==> src/rtl/memmap_pkg.sv <==
package memmap_pkg;

    localparam int OFF_W = 16;

    typedef enum logic [2:0] {
        RG_NONE,
        RG_MMR,
        RG_SCR,
        RG_INT,
        RG_EXT
    } region_e;

    localparam int NUM_SEL = 4;

    localparam logic [OFF_W-1:0] MMR_LAST = 16'h005F;
    localparam logic [OFF_W-1:0] SCR_LAST = 16'h007F;
    localparam logic [OFF_W-1:0] INT_LAST = 16'h3FFF;

    // Region of one access; the page number never matters.
    function automatic region_e decode_fn(input logic is_prog,
                                          input logic [OFF_W-1:0] off,
                                          input logic ovly);
        region_e r;
        if (is_prog) begin
            r = (ovly && off <= INT_LAST) ? RG_INT : RG_EXT;
        end else if (off <= MMR_LAST) begin
            r = RG_MMR;
        end else if (off <= SCR_LAST) begin
            r = RG_SCR;
        end else if (off <= INT_LAST) begin
            r = RG_INT;
        end else begin
            r = RG_EXT;
        end
        return r;
    endfunction

endpackage

==> src/rtl/memmap_decode.sv <==
module memmap_decode
    import memmap_pkg::*;
#(
    parameter int WS_W    = 4,
    parameter int DATA_WS = 1,
    parameter int PROG_WS = 7
) (
    input  logic                   req,
    input  logic                   is_prog,
    input  logic [OFF_W-1:0]       off,
    input  logic                   ovly,
    output logic [NUM_SEL-1:0]     sel,
    output logic                   is_ext,
    output logic [WS_W-1:0]        ws
);

    region_e region;

    always_comb begin
        region = decode_fn(is_prog, off, ovly);
    end

    // sel[0]=registers, sel[1]=scratch, sel[2]=internal RAM, sel[3]=external
    for (genvar i = 0; i < NUM_SEL; i++) begin : g_sel
        assign sel[i] = req && (region == region_e'(i + 1));
    end

    assign is_ext = (region == RG_EXT);
    assign ws     = is_prog ? WS_W'(PROG_WS) : WS_W'(DATA_WS);

endmodule

==> src/rtl/memmap_extseq.sv <==
module memmap_extseq #(
    parameter int WS_W = 4
) (
    input  logic            clk,
    input  logic            rst,
    input  logic            req,
    input  logic            is_ext,
    input  logic [WS_W-1:0] ws,
    output logic            ready,
    output logic            strobe,
    output logic            busy
);

    logic [WS_W-1:0] remain;
    logic            recov;
    logic            accept;
    logic            last_wait;
    logic            ext_done;

    always_comb begin
        accept    = req && is_ext && !busy && !recov;
        last_wait = busy && (remain == WS_W'(1));
        ext_done  = last_wait || (accept && ws == '0);
        strobe    = accept;
        if (busy) begin
            ready = last_wait;
        end else begin
            ready = !(req && is_ext) || (accept && ws == '0);
        end
    end

    always_ff @(posedge clk) begin
        if (rst) begin
            busy   <= 1'b0;
            remain <= '0;
            recov  <= 1'b0;
        end else begin
            recov <= ext_done;
            if (accept && ws != '0) begin
                busy   <= 1'b1;
                remain <= ws;
            end else if (busy) begin
                remain <= remain - WS_W'(1);
                if (last_wait) begin
                    busy <= 1'b0;
                end
            end
        end
    end

endmodule

==> src/rtl/memmap_waitgen.sv <==
module memmap_waitgen
    import memmap_pkg::*;
#(
    parameter int ADDR_W  = 20,
    parameter int WS_W    = 4,
    parameter int DATA_WS = 1,
    parameter int PROG_WS = 7
) (
    input  logic              clk,
    input  logic              rst,
    input  logic              req_i,
    input  logic              prog_i,
    input  logic [ADDR_W-1:0] addr_i,
    input  logic              ovly_i,
    output logic              sel_mmr_o,
    output logic              sel_scr_o,
    output logic              sel_int_o,
    output logic              sel_ext_o,
    output logic              ready_o,
    output logic              ext_strobe_o
);

    logic [NUM_SEL-1:0] sel;
    logic               is_ext;
    logic [WS_W-1:0]    ws;
    logic               seq_busy;
    logic               unused_page;

    assign unused_page = ^addr_i[ADDR_W-1:OFF_W];

    memmap_decode #(
        .WS_W   (WS_W),
        .DATA_WS(DATA_WS),
        .PROG_WS(PROG_WS)
    ) u_dec (
        .req    (req_i),
        .is_prog(prog_i),
        .off    (addr_i[OFF_W-1:0]),
        .ovly   (ovly_i),
        .sel    (sel),
        .is_ext (is_ext),
        .ws     (ws)
    );

    memmap_extseq #(
        .WS_W(WS_W)
    ) u_seq (
        .clk   (clk),
        .rst   (rst),
        .req   (req_i),
        .is_ext(is_ext),
        .ws    (ws),
        .ready (ready_o),
        .strobe(ext_strobe_o),
        .busy  (seq_busy)
    );

    assign sel_mmr_o = sel[0];
    assign sel_scr_o = sel[1];
    assign sel_int_o = sel[2];
    assign sel_ext_o = sel[3];

endmodule

==> config.mk <==
export PLATFORM = sky130hd
export DESIGN_NAME = memmap_waitgen
export DESIGN_NICKNAME = d
export VERILOG_FILES = /design/src/rtl/memmap_pkg.sv /design/src/rtl/memmap_decode.sv /design/src/rtl/memmap_extseq.sv /design/src/rtl/memmap_waitgen.sv
export SDC_FILE = /design/constraint.sdc
export NUM_CORES = 1
export LEC_CHECK = 0
export BUFFER_PORTS_ARGS = -buffer_cell sky130_fd_sc_hd__buf_2
export CELL_PAD_IN_SITES_DETAIL_PLACEMENT = 0
export CELL_PAD_IN_SITES_GLOBAL_PLACEMENT = 2
export CORE_ASPECT_RATIO = 0.6
export CORE_UTILIZATION = 23
export CTS_CLUSTER_SIZE = 30
export DETAILED_ROUTE_END_ITERATION = 10
export GPL_TIMING_DRIVEN = 1
export PLACE_DENSITY = 0.84
export SLEW_MARGIN = 10
export SYNTH_ARGS = -nofsm -noshare
export SYNTH_HDL_FRONTEND = slang
export SYNTH_HIERARCHICAL = 1
export SYNTH_SLANG_ARGS = --single-unit
export TNS_END_PERCENT = 1
==> constraint.sdc <==
create_clock -name clk -period 3.2 [get_ports clk]
set_input_delay 0.48 -clock clk [delete_from_list [all_inputs] [get_ports clk]]
set_output_delay 0.48 -clock clk [all_outputs]
set_load 0.01 [all_outputs]
==> flow_summary.json, run 1 <==
{
  "status": "finished clean",
  "port_buffers": 21,
  "drv_slew": 0,
  "final_cells": 113,
  "cts_tree": "yes",
  "synth.distinct_cells": 31,
  "cts.reportedPaths.clkPinSlew_ns": 0.04,
  "rsz0062_at_grt": "no",
  "grt_max_degree": 12,
  "root_buffer": "clkbuf_8",
  "initial_utilization_pct": 24.6,
  "core_area_um2": 2180,
  "synthToLayoutAreaGrowth_pct": 27.0,
  "synth-seq-area-share_pct": 22.4,
  "ir_worst_vdd_mv": 0.247,
  "multiInputGateArea_um2": 367,
  "syn_area_um2": 537,
  "clock-sinks": 6,
  "design_area_um2": 682,
  "hold_buffers": 0,
  "synth_seq_cells": 6,
  "wl_um": 1230,
  "post-place-ws_ns": 1.33,
  "drc": 0,
  "synth_most_common_cell": "nand2_1",
  "first_global_vias": 458,
  "setup_viol": 0,
  "synthCells": 65,
  "dieArea_um2": 2540,
  "synth-edff-count": 0,
  "fin_crit_sh_pct": 62.3,
  "first_pass_iters": 4,
  "track_usage_pct": 11.8,
  "required_ns": 2.72,
  "io_pins": 31,
  "maxCapViolCount": 0,
  "antenna_found_initial": 0,
  "routed-wl-met2_um": 529,
  "critPathKind": "reg2out",
  "clockBufferDepth": 2,
  "ant_nets": 0,
  "p_total_uw": 285,
  "vias": 493,
  "clock_latency_ns": 0.22,
  "h-tree-depth": 1,
  "ff_latch_area_um2": 120,
  "fmax_mhz": 502,
  "viasPerCell": 4.36,
  "fin_crit_ns": 1.99,
  "rows": 13,
  "cts_setup_buffers": 0,
  "syn-num-nets": 92,
  "synth_top_cell_area_share_pct": 22.4,
  "place.gp.congestion": 0.725,
  "setup_ws_ns": 1.21,
  "die_h_um": 39.4,
  "top_layer": "met3",
  "n_antenna_cell": 0,
  "layout.nets": 112,
  "wl_per_cell_um": 10.8,
  "holdWs_ns": 0.529,
  "async_reset_ff_share_pct": 0,
  "overflow": 0,
  "wl_met1_um": 618,
  "synth_top_area_cell": "dfxtp_1",
  "synth_common_cells": "nand2_1 (9), dfxtp_1 (6), a21oi_1 (5), nor2_1 (5), buf_4 (4)",
  "route.met3.wl_um": 78,
  "hold_viol": 0,
  "grt_pass1_wl_um": 2130,
  "end_kind": "output pin",
  "ys_warn_count": 6,
  "final_util_pct": 31.3,
  "startpoint_type": "flop",
  "worst-path-max-fanout": 6,
  "die_x_um": 64.4,
  "placed_area_um2": 641,
  "cts_resized": 0,
  "tns_ns": 0,
  "critPathArrivalTime_ns": 1.51,
  "syn_avg_cell_area_um2": 8.26,
  "fill_cells": 258,
  "power_density_nw_per_um2": 418,
  "synth_area_leaders": "dfxtp_1 (22%), nor4_4 (12%), nand2_1 (6.3%), buf_4 (5.6%), nand4bb_4 (5.1%)",
  "ys.flop_type": "dfxtp_1",
  "skew_ns": 0.000787,
  "min_path_type": "in2reg",
  "p_leak_nw": 0.273,
  "hpwlAfterDp_um": 984,
  "drtIter0Drc": 24,
  "numCtsBuffers": 3,
  "placed_cells": 110,
  "drive_gt1_share_pct": 39.8
}
## kinds of logic (layout without fill, tap and decap cells)
group	Yosys count	after routing	synth area share [%]
buffers and inverters	9	27	9.32
other	2	2	1.40
adder cells (fa/ha/maj)	2	2	4.66
AND/OR/NAND/NOR	31	31	42.4
XOR/XNOR	1	1	1.63
AO/OA/AOI/OAI	14	14	18.2
flip-flops	6	6	22.4
## final cells by class
cell class	count	area share [%]
Clock buffer	3	6.06
Timing Repair Buffer	21	15.4
Sequential cell	6	17.6
Tap cell	30	5.50
Multi-Input combinational cell	50	53.8
Inverter	3	1.65
## worst max-delay path: stages (launching register included)
cell      delay [ns]
dfxtp_1         0.42
ha_1            0.18
nor3b_1         0.22
nand2b_1        0.15
a21boi_0        0.17
buf_2           0.16
## cells in the final DEF (no fill, tap or decap), types with 2 or more instances in the layout
| cell | instances |
|---|---|
| nor3b_1 | 2 |
| inv_1 | 2 |
| o21ai_0 | 2 |
| nand3_1 | 2 |
| ha_1 | 2 |
| dfxtp_1 | 6 |
| nor2_1 | 5 |
| conb_1 | 2 |
| buf_2 | 21 |
| nand2b_1 | 3 |
| nand2_1 | 9 |
| clkbuf_8 | 3 |
| nor4_4 | 3 |
| a21oi_1 | 5 |
## sequential cells by signal, summed over array words and instances (netlist names)
register      cells
u_seq/remain      4
u_seq/recov       1
u_seq/busy        1
## metal layers
metal,up-vias,track usage (%)
li1,261,-
met3,0,5.52
met5,-,0
met4,0,5.00
met1,219,13.8
met2,13,18.9
## final timing paths
kind | start | slack, ns | end | depth (start not counted)
worst max-delay path | u_seq/remain[0]$_SDFFE_PP0P_ | 1.21 | ready_o | 5
worst min-delay path | rst | 0.53 | u_seq/remain[1]$_SDFFE_PP0P_ | 2
worst max register to register | u_seq/busy$_SDFF_PP0_ | 1.89 | u_seq/remain[1]$_SDFFE_PP0P_ | 4
worst min register to register | u_seq/remain[1]$_SDFFE_PP0P_ | 0.58 | u_seq/remain[1]$_SDFFE_PP0P_ | 2
## report_power, final
part	leakage, nW	switching (mW)	internal, mW	total [mW]
Sequential	0.0496	0.0129	0.0846	0.0974
Clock	0.0216	0.0311	0.0807	0.112
Combinational	0.201	0.0398	0.0362	0.0760
Power figures use the tool's default switching activity.
==> run 2, diff against run 1 <==
- ABC_AREA: unset -> 1
- CORE_UTILIZATION: 23 -> 17
- PLACE_DENSITY: 0.84 -> 0.75
- clock period: 3.2 -> 1.6 ns (I/O delays scaled with it)
==> run 2 against run 1 <==
Flip-flop and latch count did not move. Cell count rose by 31%. Sequential share of layout area fell by 0.25 points. Hold slack got worse by 0.26 ns. Largest cell class unchanged. Critical endpoint unchanged. Setup slack got worse by 1.1 ns. Sequential power rose by 94%. Largest power group unchanged. Die area rose by 31%.
==> flow_summary.json, run 2 <==
{
  "status": "finished clean",
  "top_regs": "u_seq/remain (4), u_seq/busy (1), u_seq/recov (1)",
  "use_met3_pct": 3.57,
  "sw_frac_of_total_pct": 30.7,
  "top_register": "u_seq/remain",
  "synthToLayoutAreaGrowth_pct": 31.4,
  "cts_resized": 0,
  "setup_viol": 0,
  "end_kind": "output pin",
  "required_ns": 1.36,
  "grt_util_met1_pct": 12.1,
  "layout.nets": 135,
  "grt_pass1_wl_um": 2130,
  "tns_ns": 0,
  "overflow": 0,
  "critPathKind": "reg2out",
  "viasPerCell": 3.73,
  "drc": 0,
  "syn-num-nets": 113,
  "power_density_nw_per_um2": 826,
  "synth-edff-count": 0,
  "synth-seq-area-share_pct": 22.8,
  "cts_setup_buffers": 0,
  "ir_worst_vdd_mv": 0.386,
  "post-place-ws_ns": 0.0764,
  "placed_area_um2": 651,
  "synth_top_area_cell": "dfxtp_1",
  "first_global_vias": 495,
  "design_area_um2": 692,
  "wl_per_cell_um": 8.16,
  "layout_common_cells": "buf_2 (21), nand2_1 (19), nor2_1 (15)",
  "h-tree-depth": 1,
  "maxCapViolCount": 0,
  "syn_area_um2": 527,
  "track_usage_pct": 8.76,
  "first_pass_iters": 4,
  "p_sw_uw": 176,
  "wl_um": 1210,
  "hold_viol": 0,
  "cts.reportedPaths.clkPinSlew_ns": 0.03,
  "clock-sinks": 6,
  "synth_area_leaders": "dfxtp_1 (23%), nand2_1 (14%), nor2_1 (11%), inv_1 (8.6%), nand3_1 (5.7%)",
  "skew_ns": 0.000435,
  "rsz0062_at_grt": "no",
  "syn_avg_cell_area_um2": 6.13,
  "worst-path-max-fanout": 3,
  "fill_cells": 327,
  "p_leak_nw": 0.351,
  "antenna_found_initial": 0,
  "top_usage_layer": "met2",
  "startpoint_type": "flop",
  "drive_gt1_share_pct": 29.2,
  "reg2reg_slack_ns": 0.36,
  "hpwlAfterDp_um": 1020,
  "synth_most_common_cell": "nand2_1",
  "ant_nets": 0,
  "core_area_um2": 2910,
  "port_buffers": 21,
  "ys_warn_count": 6,
  "synth.distinct_cells": 21,
  "fmax_mhz": 672,
  "largest_reg_flops": 4,
  "grt.met2_usage_pct": 12.7,
  "fin_crit_ns": 1.49,
  "p_clk_share_pct": 39.5,
  "initial_utilization_pct": 18.1,
  "numCtsBuffers": 3,
  "io_pins": 31,
  "cts_tree": "yes",
  "p_comb_share_pct": 27.5,
  "vias": 552,
  "clockBufferDepth": 2,
  "synthCells": 86,
  "synth_top_cell_area_share_pct": 22.8,
  "intPower_uw": 396,
  "grt_max_degree": 9,
  "rows": 15,
  "ys.flop_type": "dfxtp_1",
  "clock_latency_ns": 0.22,
  "min_path_type": "in2reg",
  "fin_crit_sh_pct": 93.0,
  "place.gp.congestion": 0.775,
  "die_x_um": 73.9,
  "drtIter0Drc": 19,
  "n_antenna_cell": 0,
  "p_total_uw": 571,
  "setup_ws_ns": 0.113,
  "die_h_um": 45.1,
  "hold_buffers": 0,
  "synth_common_cells": "nand2_1 (19), nor2_1 (15), inv_1 (12), dfxtp_1 (6), nand3_1 (6)",
  "async_reset_ff_share_pct": 0,
  "synth_seq_cells": 6,
  "root_buffer": "clkbuf_8",
  "dieArea_um2": 3330,
  "final_common_cell": "buf_2",
  "critPathArrivalTime_ns": 1.25,
  "drv_slew": 0,
  "power_frac_seq_pct": 33.0
}
==> run 2: metrics by stage <==
step           std cells  hold slack, ns  utilization [%]
6_report             148           0.271             23.8
3_3_place_gp         145           0.491             22.4
4_1_cts              148           0.252             23.8
2_1_floorplan         86           0.309                -
3_5_place_dp         145           0.485             22.4
5_1_grt              148           0.268             23.8
==> run 2: area by class of cell <==
cell class / instances / area [µm²] / area share (%)
Clock buffer: 3 / 41.3 / 5.97
Inverter: 13 / 48.8 / 7.05
Multi-Input combinational cell: 62 / 317 / 45.8
Sequential cell: 6 / 120 / 17.4
Tap cell: 42 / 52.6 / 7.59
Timing Repair Buffer: 22 / 113 / 16.3
==> run 2: power groups by stage <==
stage / Clock, mW / Sequential [mW] / Combinational (mW)
floorplan: 0 / 0.180 / 0.123
global placement: 0 / 0.191 / 0.154
detailed placement: 0 / 0.191 / 0.155
CTS: 0.232 / 0.189 / 0.156
global route: 0.241 / 0.192 / 0.185
finish: 0.226 / 0.189 / 0.157
==> run 2: cells by family (layout without fill, tap and decap cells) <==
group                      Yosys count  in the layout  share of synthesized area (%)
AOI/OAI and AO/OA                    9              9                           9.50
DFF                                  6              6                           22.8
and+or+nand+nor                     49             49                           44.4
adders and majority gates            2              2                           4.75
buffers and inverters               18             38                           17.1
other                                2              2                           1.43
==> run 2: worst paths after layout <==
check | startpoint | end | cells past startpoint
worst max-delay path | u_seq/remain[1]$_SDFFE_PP0P_ | ready_o | 7
worst min-delay path | rst | u_seq/recov$_SDFF_PP0_ | 2
worst max register to register | u_seq/busy$_SDFF_PP0_ | u_seq/remain[0]$_SDFFE_PP0P_ | 5
worst min register to register | u_seq/remain[2]$_SDFFE_PP0P_ | u_seq/remain[2]$_SDFFE_PP0P_ | 2
==> run 2: metal layers <==
metal,vias up,routed length [µm]
met5,-,0
met4,0,0
met3,0,93
met2,15,496
met1,233,618
li1,304,-
==> run 2: worst max-delay path: stages, from the launching register on <==
cell	delay [ns]
dfxtp_1	0.34
inv_1	0.07
ha_1	0.20
nand3_1	0.10
nand2_1	0.07
nand2_1	0.08
inv_1	0.03
buf_2	0.13
==> run 3, diff against run 2 <==
- CAP_MARGIN: unset -> 0
- CELL_PAD_IN_SITES_DETAIL_PLACEMENT: 0 -> unset
- CELL_PAD_IN_SITES_GLOBAL_PLACEMENT: 2 -> unset
- CORE_ASPECT_RATIO: 0.6 -> unset
- CORE_UTILIZATION: 17 -> 37
- PLACE_DENSITY: 0.75 -> 0.76
==> run 3 against run 2 <==
Maximum frequency grew 0.68%. Combinational power shrank 3%. Clock skew is essentially flat. Sequential power is essentially flat. Utilization grew 24 points. Largest cell class unchanged.
==> flow_summary.json, run 3 (synthesized netlist as in run 2, its figures left out) <==
{
  "hpwlAfterDp_um": 993,
  "die_h_um": 39.7,
  "n_antenna_cell": 0,
  "die_x_um": 39.7,
  "synthToLayoutAreaGrowth_pct": 20.0,
  "final_util_pct": 48.0,
  "layout.nets": 134,
  "core_area_um2": 1320,
  "clockBufferDepth": 2,
  "io_pins": 31,
  "p_total_uw": 488,
  "post-place-ws_ns": 0.0798,
  "layout_common_cells": "buf_2 (21), nand2_1 (19), nor2_1 (15)",
  "numCtsBuffers": 3,
  "placed_cells": 117,
  "r2r_start": "u_seq/remain[0]$_SDFFE_PP0P_",
  "final_common_cell": "buf_2",
  "startpoint_type": "flop",
  "hold_buffers": 0,
  "holdWs_ns": 0.217,
  "drive_gt1_share_pct": 28.6,
  "largest_reg_flops": 4,
  "min_path_type": "in2reg",
  "final_cells": 120,
  "p_leak_nw": 0.338,
  "root_buffer": "clkbuf_4",
  "first_global_vias": 503,
  "grt_max_degree": 9,
  "drv_slew": 0,
  "ff2ff_path_depth": 7,
  "maxCapViolCount": 0,
  "r2r_end": "u_seq/remain[2]$_SDFFE_PP0P_",
  "critPathArrivalTime_ns": 1.24,
  "hold_viol": 0,
  "cts_tree": "yes",
  "setup_ws_ns": 0.123,
  "ir_worst_vdd_mv": 0.394,
  "fin_crit_ns": 1.48,
  "overflow": 0,
  "fin_crit_sh_pct": 92.3,
  "wl_per_cell_um": 9.94,
  "rsz0062_at_grt": "no",
  "drtIter0Drc": 9,
  "end_kind": "output pin",
  "status": "finished clean",
  "top_regs": "u_seq/remain (4), u_seq/busy (1), u_seq/recov (1)",
  "clock_latency_ns": 0.25,
  "fmax_mhz": 677,
  "drc": 0,
  "worst-path-max-fanout": 3,
  "design_area_um2": 632,
  "track_usage_pct": 18.5,
  "initial_utilization_pct": 40.0,
  "tns_ns": 0,
  "placed_area_um2": 609,
  "clock-sinks": 6,
  "setup_viol": 0,
  "power_density_nw_per_um2": 773,
  "whs_endpoint": "u_seq/busy$_SDFF_PP0_",
  "top_register": "u_seq/remain",
  "place.gp.congestion": 0.825,
  "antenna_found_initial": 0,
  "cts_setup_buffers": 0,
  "port_buffers": 21,
  "viasPerCell": 4.73,
  "cts_resized": 0,
  "vias": 567,
  "first_pass_iters": 4,
  "grt_pass1_wl_um": 1930,
  "ant_nets": 0,
  "holdCritStartpoint": "rst",
  "dieArea_um2": 1580,
  "skew_ns": 0.000500,
  "wl_um": 1190,
  "h-tree-depth": 1,
  "cts.reportedPaths.clkPinSlew_ns": 0.05,
  "holdPathStages": 2,
  "reg2reg_slack_ns": 0.39,
  "required_ns": 1.36,
  "critPathKind": "reg2out",
  "rows": 13
}
==> run 3: changes by cell type in the layout (fill, tap and decap cells not counted), sizes merged <==
cell	before	now
buf	22	21
==> run 3: worst max path at each step <==
stage	start	end	slack (ns)	cells past startpoint
finish	u_seq/remain[1]$_SDFFE_PP0P_	ready_o	0.12	7
global placement	prog_i	u_seq/remain[3]$_SDFFE_PP0P_	0.12	11
CTS	u_seq/remain[1]$_SDFFE_PP0P_	ready_o	0.11	7
floorplan	ovly_i	u_seq/remain[3]$_SDFFE_PP0P_	0.35	11
global route	u_seq/remain[1]$_SDFFE_PP0P_	ready_o	0.03	7
detailed placement	prog_i	u_seq/remain[3]$_SDFFE_PP0P_	0.08	11
==> run 3: power breakdown <==
part	switching (mW)	internal, mW
clock	0.0629	0.0854
combinational	0.0888	0.0642
sequential	0.0195	0.167
==> run 3: layout make-up <==
cell class              instances  area, µm²
flip-flops and latches          6        120
fillers                       133        686
well taps                      15       18.8
inverters                      13       48.8
repair buffers                 21        105
clock buffers                   3       22.5
multi-input cells              62        317
==> run 3: worst max-delay path: stages (launching register included) <==
cell and delay [ns]:
dfxtp_1 0.35, inv_1 0.07, ha_1 0.20, nand3_1 0.08, nand2_1 0.06, nand2_1 0.08, inv_1 0.03, buf_2 0.12
==> run 3: metal layers <==
metal  global-route usage [%]  vias to the layer above  share of wire [%]  wire length (µm)
li1                         -                      302                  -                 -
met2                     31.6                       10                 52               616
met5                        0                        -                  0                 0
met3                     1.70                        2                3.0                36
met1                     21.1                      253                 44               527
met4                     12.9                        0                1.0                12
